===== src/rtl/irq_resolver_pkg.sv =====
package irq_resolver_pkg;
  // Strobes from the control to the datapath for one clock edge.
  typedef struct packed {
    logic ackFire;   // acknowledge taken on the current winner
    logic setIsr;    // mark winner in service
    logic rotate;    // move offset past the winner
  } ctrlStrobe_t;
endpackage


===== src/rtl/irq_resolver_datapath.sv =====
module irq_resolver_datapath
  import irq_resolver_pkg::*;
#(
  parameter int NUM_LINES = 8,
  localparam int IDX_W = $clog2(NUM_LINES)
) (
  input  logic                 clk,
  input  logic                 rst,
  input  logic [NUM_LINES-1:0] reqIn,
  input  logic [NUM_LINES-1:0] trigLevel,
  input  logic                 maskWr,
  input  logic [NUM_LINES-1:0] maskData,
  input  logic                 offsetWr,
  input  logic [IDX_W-1:0]     offsetData,
  input  ctrlStrobe_t          ctrl,
  input  logic [IDX_W-1:0]     ackLine,
  output logic [NUM_LINES-1:0] irrQ,
  output logic [NUM_LINES-1:0] isrQ,
  output logic [NUM_LINES-1:0] maskQ,
  output logic [IDX_W-1:0]     offsetQ
);
  logic [NUM_LINES-1:0] prevQ;
  logic [NUM_LINES-1:0] riseVec, ackOneHot, irrNext, isrNext, maskNext;
  logic [IDX_W-1:0]     offsetNext;

  always_comb begin
    riseVec    = reqIn & ~prevQ;
    ackOneHot  = ctrl.ackFire ? (NUM_LINES'(1) << ackLine) : '0;
    // level lines copy input; edge lines hold, drop on ack, set on rise
    irrNext    = (trigLevel & reqIn) |
                 (~trigLevel & ((irrQ & ~ackOneHot) | riseVec));
    isrNext    = ctrl.setIsr ? (isrQ | ackOneHot) : isrQ;
    maskNext   = maskWr ? maskData : maskQ;
    if (ctrl.rotate)  offsetNext = IDX_W'(ackLine + 1'b1);
    else if (offsetWr) offsetNext = offsetData;
    else               offsetNext = offsetQ;
  end

  always_ff @(posedge clk) begin
    if (rst) begin
      prevQ   <= '0;
      irrQ    <= '0;
      isrQ    <= '0;
      maskQ   <= '0;
      offsetQ <= '0;
    end else begin
      prevQ   <= reqIn;
      irrQ    <= irrNext;
      isrQ    <= isrNext;
      maskQ   <= maskNext;
      offsetQ <= offsetNext;
    end
  end

  AST_LEVEL_FOLLOW: assert property (@(posedge clk) disable iff (rst)
    !$past(rst) |-> ((irrQ & $past(trigLevel)) == ($past(reqIn) & $past(trigLevel))));
  AST_EDGE_ONLY_RISE: assert property (@(posedge clk) disable iff (rst)
    !$past(rst) |-> ((irrQ & ~$past(irrQ) & ~$past(trigLevel) &
                      ~($past(reqIn) & ~$past(prevQ))) == '0));
  AST_ACK_SETS_ISR: assert property (@(posedge clk) disable iff (rst)
    ctrl.setIsr |=> isrQ[$past(ackLine)]);
  AST_AEOI_ROTATE: assert property (@(posedge clk) disable iff (rst)
    ctrl.rotate |=> (offsetQ == IDX_W'($past(ackLine) + 1'b1)));
  AST_AEOI_KEEPS_ISR: assert property (@(posedge clk) disable iff (rst)
    (ctrl.ackFire && !ctrl.setIsr) |=> $stable(isrQ));
endmodule


===== src/rtl/irq_resolver_control.sv =====
module irq_resolver_control
  import irq_resolver_pkg::*;
#(
  parameter int NUM_LINES    = 8,
  parameter bit IS_MASTER    = 1'b1,
  parameter int CASCADE_LINE = 2,
  localparam int IDX_W = $clog2(NUM_LINES)
) (
  input  logic                 clk,
  input  logic                 rst,
  input  logic [NUM_LINES-1:0] irrQ,
  input  logic [NUM_LINES-1:0] isrQ,
  input  logic [NUM_LINES-1:0] maskQ,
  input  logic [IDX_W-1:0]     offsetQ,
  input  logic                 autoEoi,
  input  logic                 rotateOnAeoi,
  input  logic                 nestedMode,
  input  logic                 ackIn,
  output logic                 irqPending,
  output logic [IDX_W-1:0]     winLine,
  output ctrlStrobe_t          ctrl
);
  localparam logic [NUM_LINES-1:0] CASC_BIT = NUM_LINES'(1) << CASCADE_LINE;

  logic [NUM_LINES-1:0] candVec, isrView, rotReq, rotIsr;
  logic [IDX_W:0]       reqSlot, isrSlot;

  // lowest set position, NUM_LINES when empty
  function automatic logic [IDX_W:0] firstSlot(input logic [NUM_LINES-1:0] v);
    logic [IDX_W:0] s;
    s = (IDX_W+1)'(NUM_LINES);
    for (int i = NUM_LINES - 1; i >= 0; i--)
      if (v[i]) s = (IDX_W+1)'(i);
    return s;
  endfunction

  generate
    if (IS_MASTER) begin : g_master
      assign isrView = nestedMode ? (isrQ & ~CASC_BIT) : isrQ;
    end else begin : g_slave
      assign isrView = isrQ;
    end
  endgenerate

  always_comb begin
    candVec = irrQ & ~maskQ;
    for (int p = 0; p < NUM_LINES; p++) begin
      rotReq[p] = candVec[IDX_W'(p) + offsetQ];
      rotIsr[p] = isrView[IDX_W'(p) + offsetQ];
    end
    reqSlot    = firstSlot(rotReq);
    isrSlot    = firstSlot(rotIsr);
    irqPending = !reqSlot[IDX_W] && (reqSlot < isrSlot);
    winLine    = irqPending ? (reqSlot[IDX_W-1:0] + offsetQ) : '0;
    ctrl.ackFire = ackIn && irqPending;
    ctrl.setIsr  = ctrl.ackFire && !autoEoi;
    ctrl.rotate  = ctrl.ackFire && autoEoi && rotateOnAeoi;
  end

  AST_WIN_UNMASKED: assert property (@(posedge clk) disable iff (rst)
    irqPending |-> (irrQ[winLine] && !maskQ[winLine]));
  AST_WIN_OUTRANKS: assert property (@(posedge clk) disable iff (rst)
    irqPending |-> !isrView[winLine]);
  AST_IDLE_LINE_ZERO: assert property (@(posedge clk) disable iff (rst)
    !irqPending |-> (winLine == '0));
endmodule


===== src/rtl/irq_resolver.sv =====
module irq_resolver
  import irq_resolver_pkg::*;
#(
  parameter int NUM_LINES    = 8,
  parameter bit IS_MASTER    = 1'b1,
  parameter int CASCADE_LINE = 2,
  localparam int IDX_W = $clog2(NUM_LINES)
) (
  input  logic                 clk,
  input  logic                 rst,
  input  logic [NUM_LINES-1:0] reqIn,
  input  logic [NUM_LINES-1:0] trigLevel,
  input  logic                 maskWr,
  input  logic [NUM_LINES-1:0] maskData,
  input  logic                 offsetWr,
  input  logic [IDX_W-1:0]     offsetData,
  input  logic                 autoEoi,
  input  logic                 rotateOnAeoi,
  input  logic                 nestedMode,
  input  logic                 ackIn,
  output logic                 irqPending,
  output logic [IDX_W-1:0]     winLine
);
  ctrlStrobe_t          ctrl;
  logic [NUM_LINES-1:0] irrQ, isrQ, maskQ;
  logic [IDX_W-1:0]     offsetQ;

  irq_resolver_datapath #(.NUM_LINES(NUM_LINES)) u_dp (
    .clk(clk), .rst(rst), .reqIn(reqIn), .trigLevel(trigLevel),
    .maskWr(maskWr), .maskData(maskData), .offsetWr(offsetWr),
    .offsetData(offsetData), .ctrl(ctrl), .ackLine(winLine),
    .irrQ(irrQ), .isrQ(isrQ), .maskQ(maskQ), .offsetQ(offsetQ)
  );

  irq_resolver_control #(
    .NUM_LINES(NUM_LINES), .IS_MASTER(IS_MASTER), .CASCADE_LINE(CASCADE_LINE)
  ) u_ctl (
    .clk(clk), .rst(rst), .irrQ(irrQ), .isrQ(isrQ), .maskQ(maskQ),
    .offsetQ(offsetQ), .autoEoi(autoEoi), .rotateOnAeoi(rotateOnAeoi),
    .nestedMode(nestedMode), .ackIn(ackIn), .irqPending(irqPending),
    .winLine(winLine), .ctrl(ctrl)
  );
endmodule


===== config.mk =====
export PLATFORM = sky130hd
export DESIGN_NAME = irq_resolver
export DESIGN_NICKNAME = d
export VERILOG_FILES = /design/src/rtl/irq_resolver_pkg.sv /design/src/rtl/irq_resolver_datapath.sv /design/src/rtl/irq_resolver_control.sv /design/src/rtl/irq_resolver.sv
export SDC_FILE = /design/constraint.sdc
export NUM_CORES = 1
export LEC_CHECK = 0
export BUFFER_PORTS_ARGS = -buffer_cell sky130_fd_sc_hd__buf_4
export CAP_MARGIN = 20
export CELL_PAD_IN_SITES_DETAIL_PLACEMENT = 0
export CELL_PAD_IN_SITES_GLOBAL_PLACEMENT = 2
export CORE_ASPECT_RATIO = 0.75
export CORE_MARGIN = 5
export CORE_UTILIZATION = 30
export CTS_CLUSTER_DIAMETER = 50
export DETAILED_ROUTE_END_ITERATION = 12
export PLACE_DENSITY = 0.72
export SLEW_MARGIN = 20
export SYNTH_ARGS = -nofsm -noshare
export SYNTH_HDL_FRONTEND = slang
export SYNTH_SLANG_ARGS = --single-unit
export TNS_END_PERCENT = 10

===== constraint.sdc =====
create_clock -name clk -period 6 [get_ports clk]
set_clock_uncertainty 0.05 [all_clocks]
set_input_delay 0.9 -clock clk [delete_from_list [all_inputs] [get_ports clk]]
set_output_delay 0.9 -clock clk [all_outputs]
set_load 0.05 [all_outputs]

==> results.md <==
- RePlAce Congestion: 0.850
- EDFF count, synth: 0
- Yosys top cell by area: dfxtp_1
- GRT Total Usage: 0.133
- Clk_lat worst skew: 290 ps
- Commonest cells in the netlist: 35 x dfxtp_1, 30 x nor2_1, 25 x mux2i_1
- First-pass GRT wire length: 10600 microns
- GRT Residual Overflow: 0
- Clock sink count: 35
- Clock tree buffer depth: 2
- Area Growth Syn to Fin: 20.6%
- Syn Nets: 297
- Total core area: 0.00799 sq mm
- # hold bufs at CTS: 0
- Max_cap viols: 0
- Ys async rst share: 0
- Drt initial violations: 68
- Pin count of the biggest net entering global routing: 33
- Critical path launch point type: flip-flop
- Synth Warn #: 0
- Setup Viol. Count Final: 0
- Critical Path Max Stage Delay: 640 ps
- Worst-margin pin slew: 641 ps
- Worst R2R Start: u_dp.offsetQ[0]
- CP Cell Sequence: bufinv_8 -> ha_1 -> xnor2_1 -> mux4_2 -> nor4_1 -> nand2_1 -> inv_1 -> ha_1 -> o211a_1 -> o31a_1 -> or3_1 -> inv_1 -> buf_4
- Post-CTS Setup Inserts: 0
- Post-CTS sizing: 0
- # fillers: 849
- Routed wire length: 6390 microns
- Synth Flop Type: dfxtp_1
- Synth cell types: 50
- Top post-synthesis cells by area: dfxtp_1 28%, mux4_2 11%, mux2i_1 10%
- Routed Antenna Nets: 0
- CTS tree: done
- DRT Pass-1 Iters: 4
- Period minus WS final: 5270 ps
- Post-route DRC: 0
- WP buf/inv: 4
- Largest family of logic cells by synthesized area: multiplexers
- Slew headroom: 0.569
- Worst Setup SP: u_dp.offsetQ[0]
- CTS buffer count: 5
- Status: complete, no violations
- Post-Syn Area per Cell: 9.88 sq um
- Stages on worst setup path: 13
- Post-Synth Simple-Gate Area: 0.189
- Final TNS setup: 0 ps
- FF-to-FF setup slack: 1240 ps
- Cell area after synthesis: 0.00248 sq mm
- Tightest Hold Check Type: reg -> reg
- Post-layout nets: 337
- XOR/XNOR Fraction of Synth Area: 0.0106
- Final HPWL from detailed placement: 5230 microns
- # H-tree levels: 2
- Layout cells sized above 1: 0.264
- RSZ-0062 raised after global routing: no
- Mapped Cells: 251
- CP max stage cell: mux4_2
- CP Capture Point: winLine[1]
- R2r worst-path depth: 16
- Post-synthesis mux area share: 0.289
- Period utilization: 0.878
- Synth Area in Adders: 0.0585
- CP Max Fanout: 10
- Final Hold Viols: 0
- Die footprint: 0.0102 sq mm
- WS Path Type: reg -> out
- Reg2Reg Capture Point: u_dp.isrQ[3]
- CP top delay family: simple AND/OR/NAND/NOR gates
- Via density per instance: 5.03
- Via count: 1995
- CTS root buffer: clkbuf_8
- Vias in the first global route: 2011
- Fmax: 0.190 GHz
- Antenna cell count: 0
- Row count: 28
- # IOs: 39
- Fin. max-slew vios: 0
- Synth Area in Compound Gates: 0.120
- Most frequent cell after synthesis: dfxtp_1
- Initial antenna violation count: 0
- Crit. End Element: primary output
- Worst-path clk slew: 90 ps
- Die width: 115 microns
- IO Port Bufs: 38
- CP arrival: 4320 ps
- Req. time, crit path: 5050 ps
- Initial Util: 0.310
- Share of the synthesized area in the top cell type: 0.283
- Wire per inst: 16.1 microns
- Die Y: 88.7 microns
- Hold_ws: 432 ps
- Register area share after synthesis: 0.283
- Synthesis-stage register bit count: 35
==> worst reg2reg max path, stage by stage (launching register included) <==
cell and delay (ps):
dfxtp_1 330, bufinv_8 200, ha_1 200, xnor2_1 520, mux4_2 640, nor4_1 500
nand2_1 220, inv_1 90, ha_1 230, o211a_1 130, o31a_1 220, or3_1 430
inv_1 110, and2_1 150, ha_1 170, nor4b_1 340, o21a_1 160
==> layout make-up <==
| type | instances | area (sq um) | area share |
|---|---|---|---|
| clock buffers | 5 | 68.8 | 0.0230 |
| clock inverters | 3 | 46.3 | 0.0155 |
| inverters | 14 | 66.3 | 0.0222 |
| multi-input cells | 192 | 1650 | 0.553 |
| flip-flops and latches | 35 | 701 | 0.234 |
| well taps | 105 | 131 | 0.0439 |
| repair buffers | 43 | 323 | 0.108 |
==> state kept, by name, indices dropped and copies added, names as in the netlist <==
signal        flops
u_dp.irrQ         8
u_dp.isrQ         8
u_dp.maskQ        8
u_dp.offsetQ      3
u_dp.prevQ        8
==> routing by layer <==
metal  global-route usage  vias to the layer above  part of all wire
met5                    0                        -                 0
met4               0.0192                        0            0.0031
met3               0.0273                        2             0.033
met2                0.204                       43              0.43
met1                0.196                      949              0.54
li1                     -                     1001                 -
==> how the worst min path moves through the flow <==
stage                                to  slack, ps  cells past startpoint          start
after detailed placement   u_dp.isrQ[2]        420                      1   u_dp.isrQ[2]
after floorplan            u_dp.isrQ[2]        380                      1   u_dp.isrQ[2]
after CTS                  u_dp.irrQ[7]        440                      2   u_dp.irrQ[7]
after global routing      u_dp.maskQ[4]        470                      2  u_dp.maskQ[4]
after global placement     u_dp.isrQ[2]        410                      1   u_dp.isrQ[2]
final                      u_dp.irrQ[7]        430                      2   u_dp.irrQ[7]
==> layout by cell type (no fill, tap or decap), types with 5 or more instances in the layout <==
cell       n
buf_4     43
dfxtp_1   35
nor2_1    30
mux2i_1   25
nand2_1   14
inv_1     13
mux4_2    12
nor2b_1   12
o21ai_0   10
ha_1      10
nand2b_1   9
a32o_1     6
clkbuf_8   5
==> kinds of logic after synthesis <==
family,Yosys count
xor gates and xnor gates,3
AOI/OAI and AO/OA,41
muxes,48
DFF,35
and+or+nand+nor,89
adders and majority gates,11
buffers and inverters,24
==> per-stage QoR <==
step                setup slack [ps]  utilization  area [sq um]  std cells
floorplan                        651            -          2480        251
global placement                1090        0.360          2880        389
detailed placement              1040        0.360          2880        389
CTS                              733        0.374          2990        397
global route                     389        0.374          2990        397
finish                           734        0.374          2990        397
Power is not shown: default switching activity piles up to over one toggle a cycle in this logic, so the estimate is an artifact.
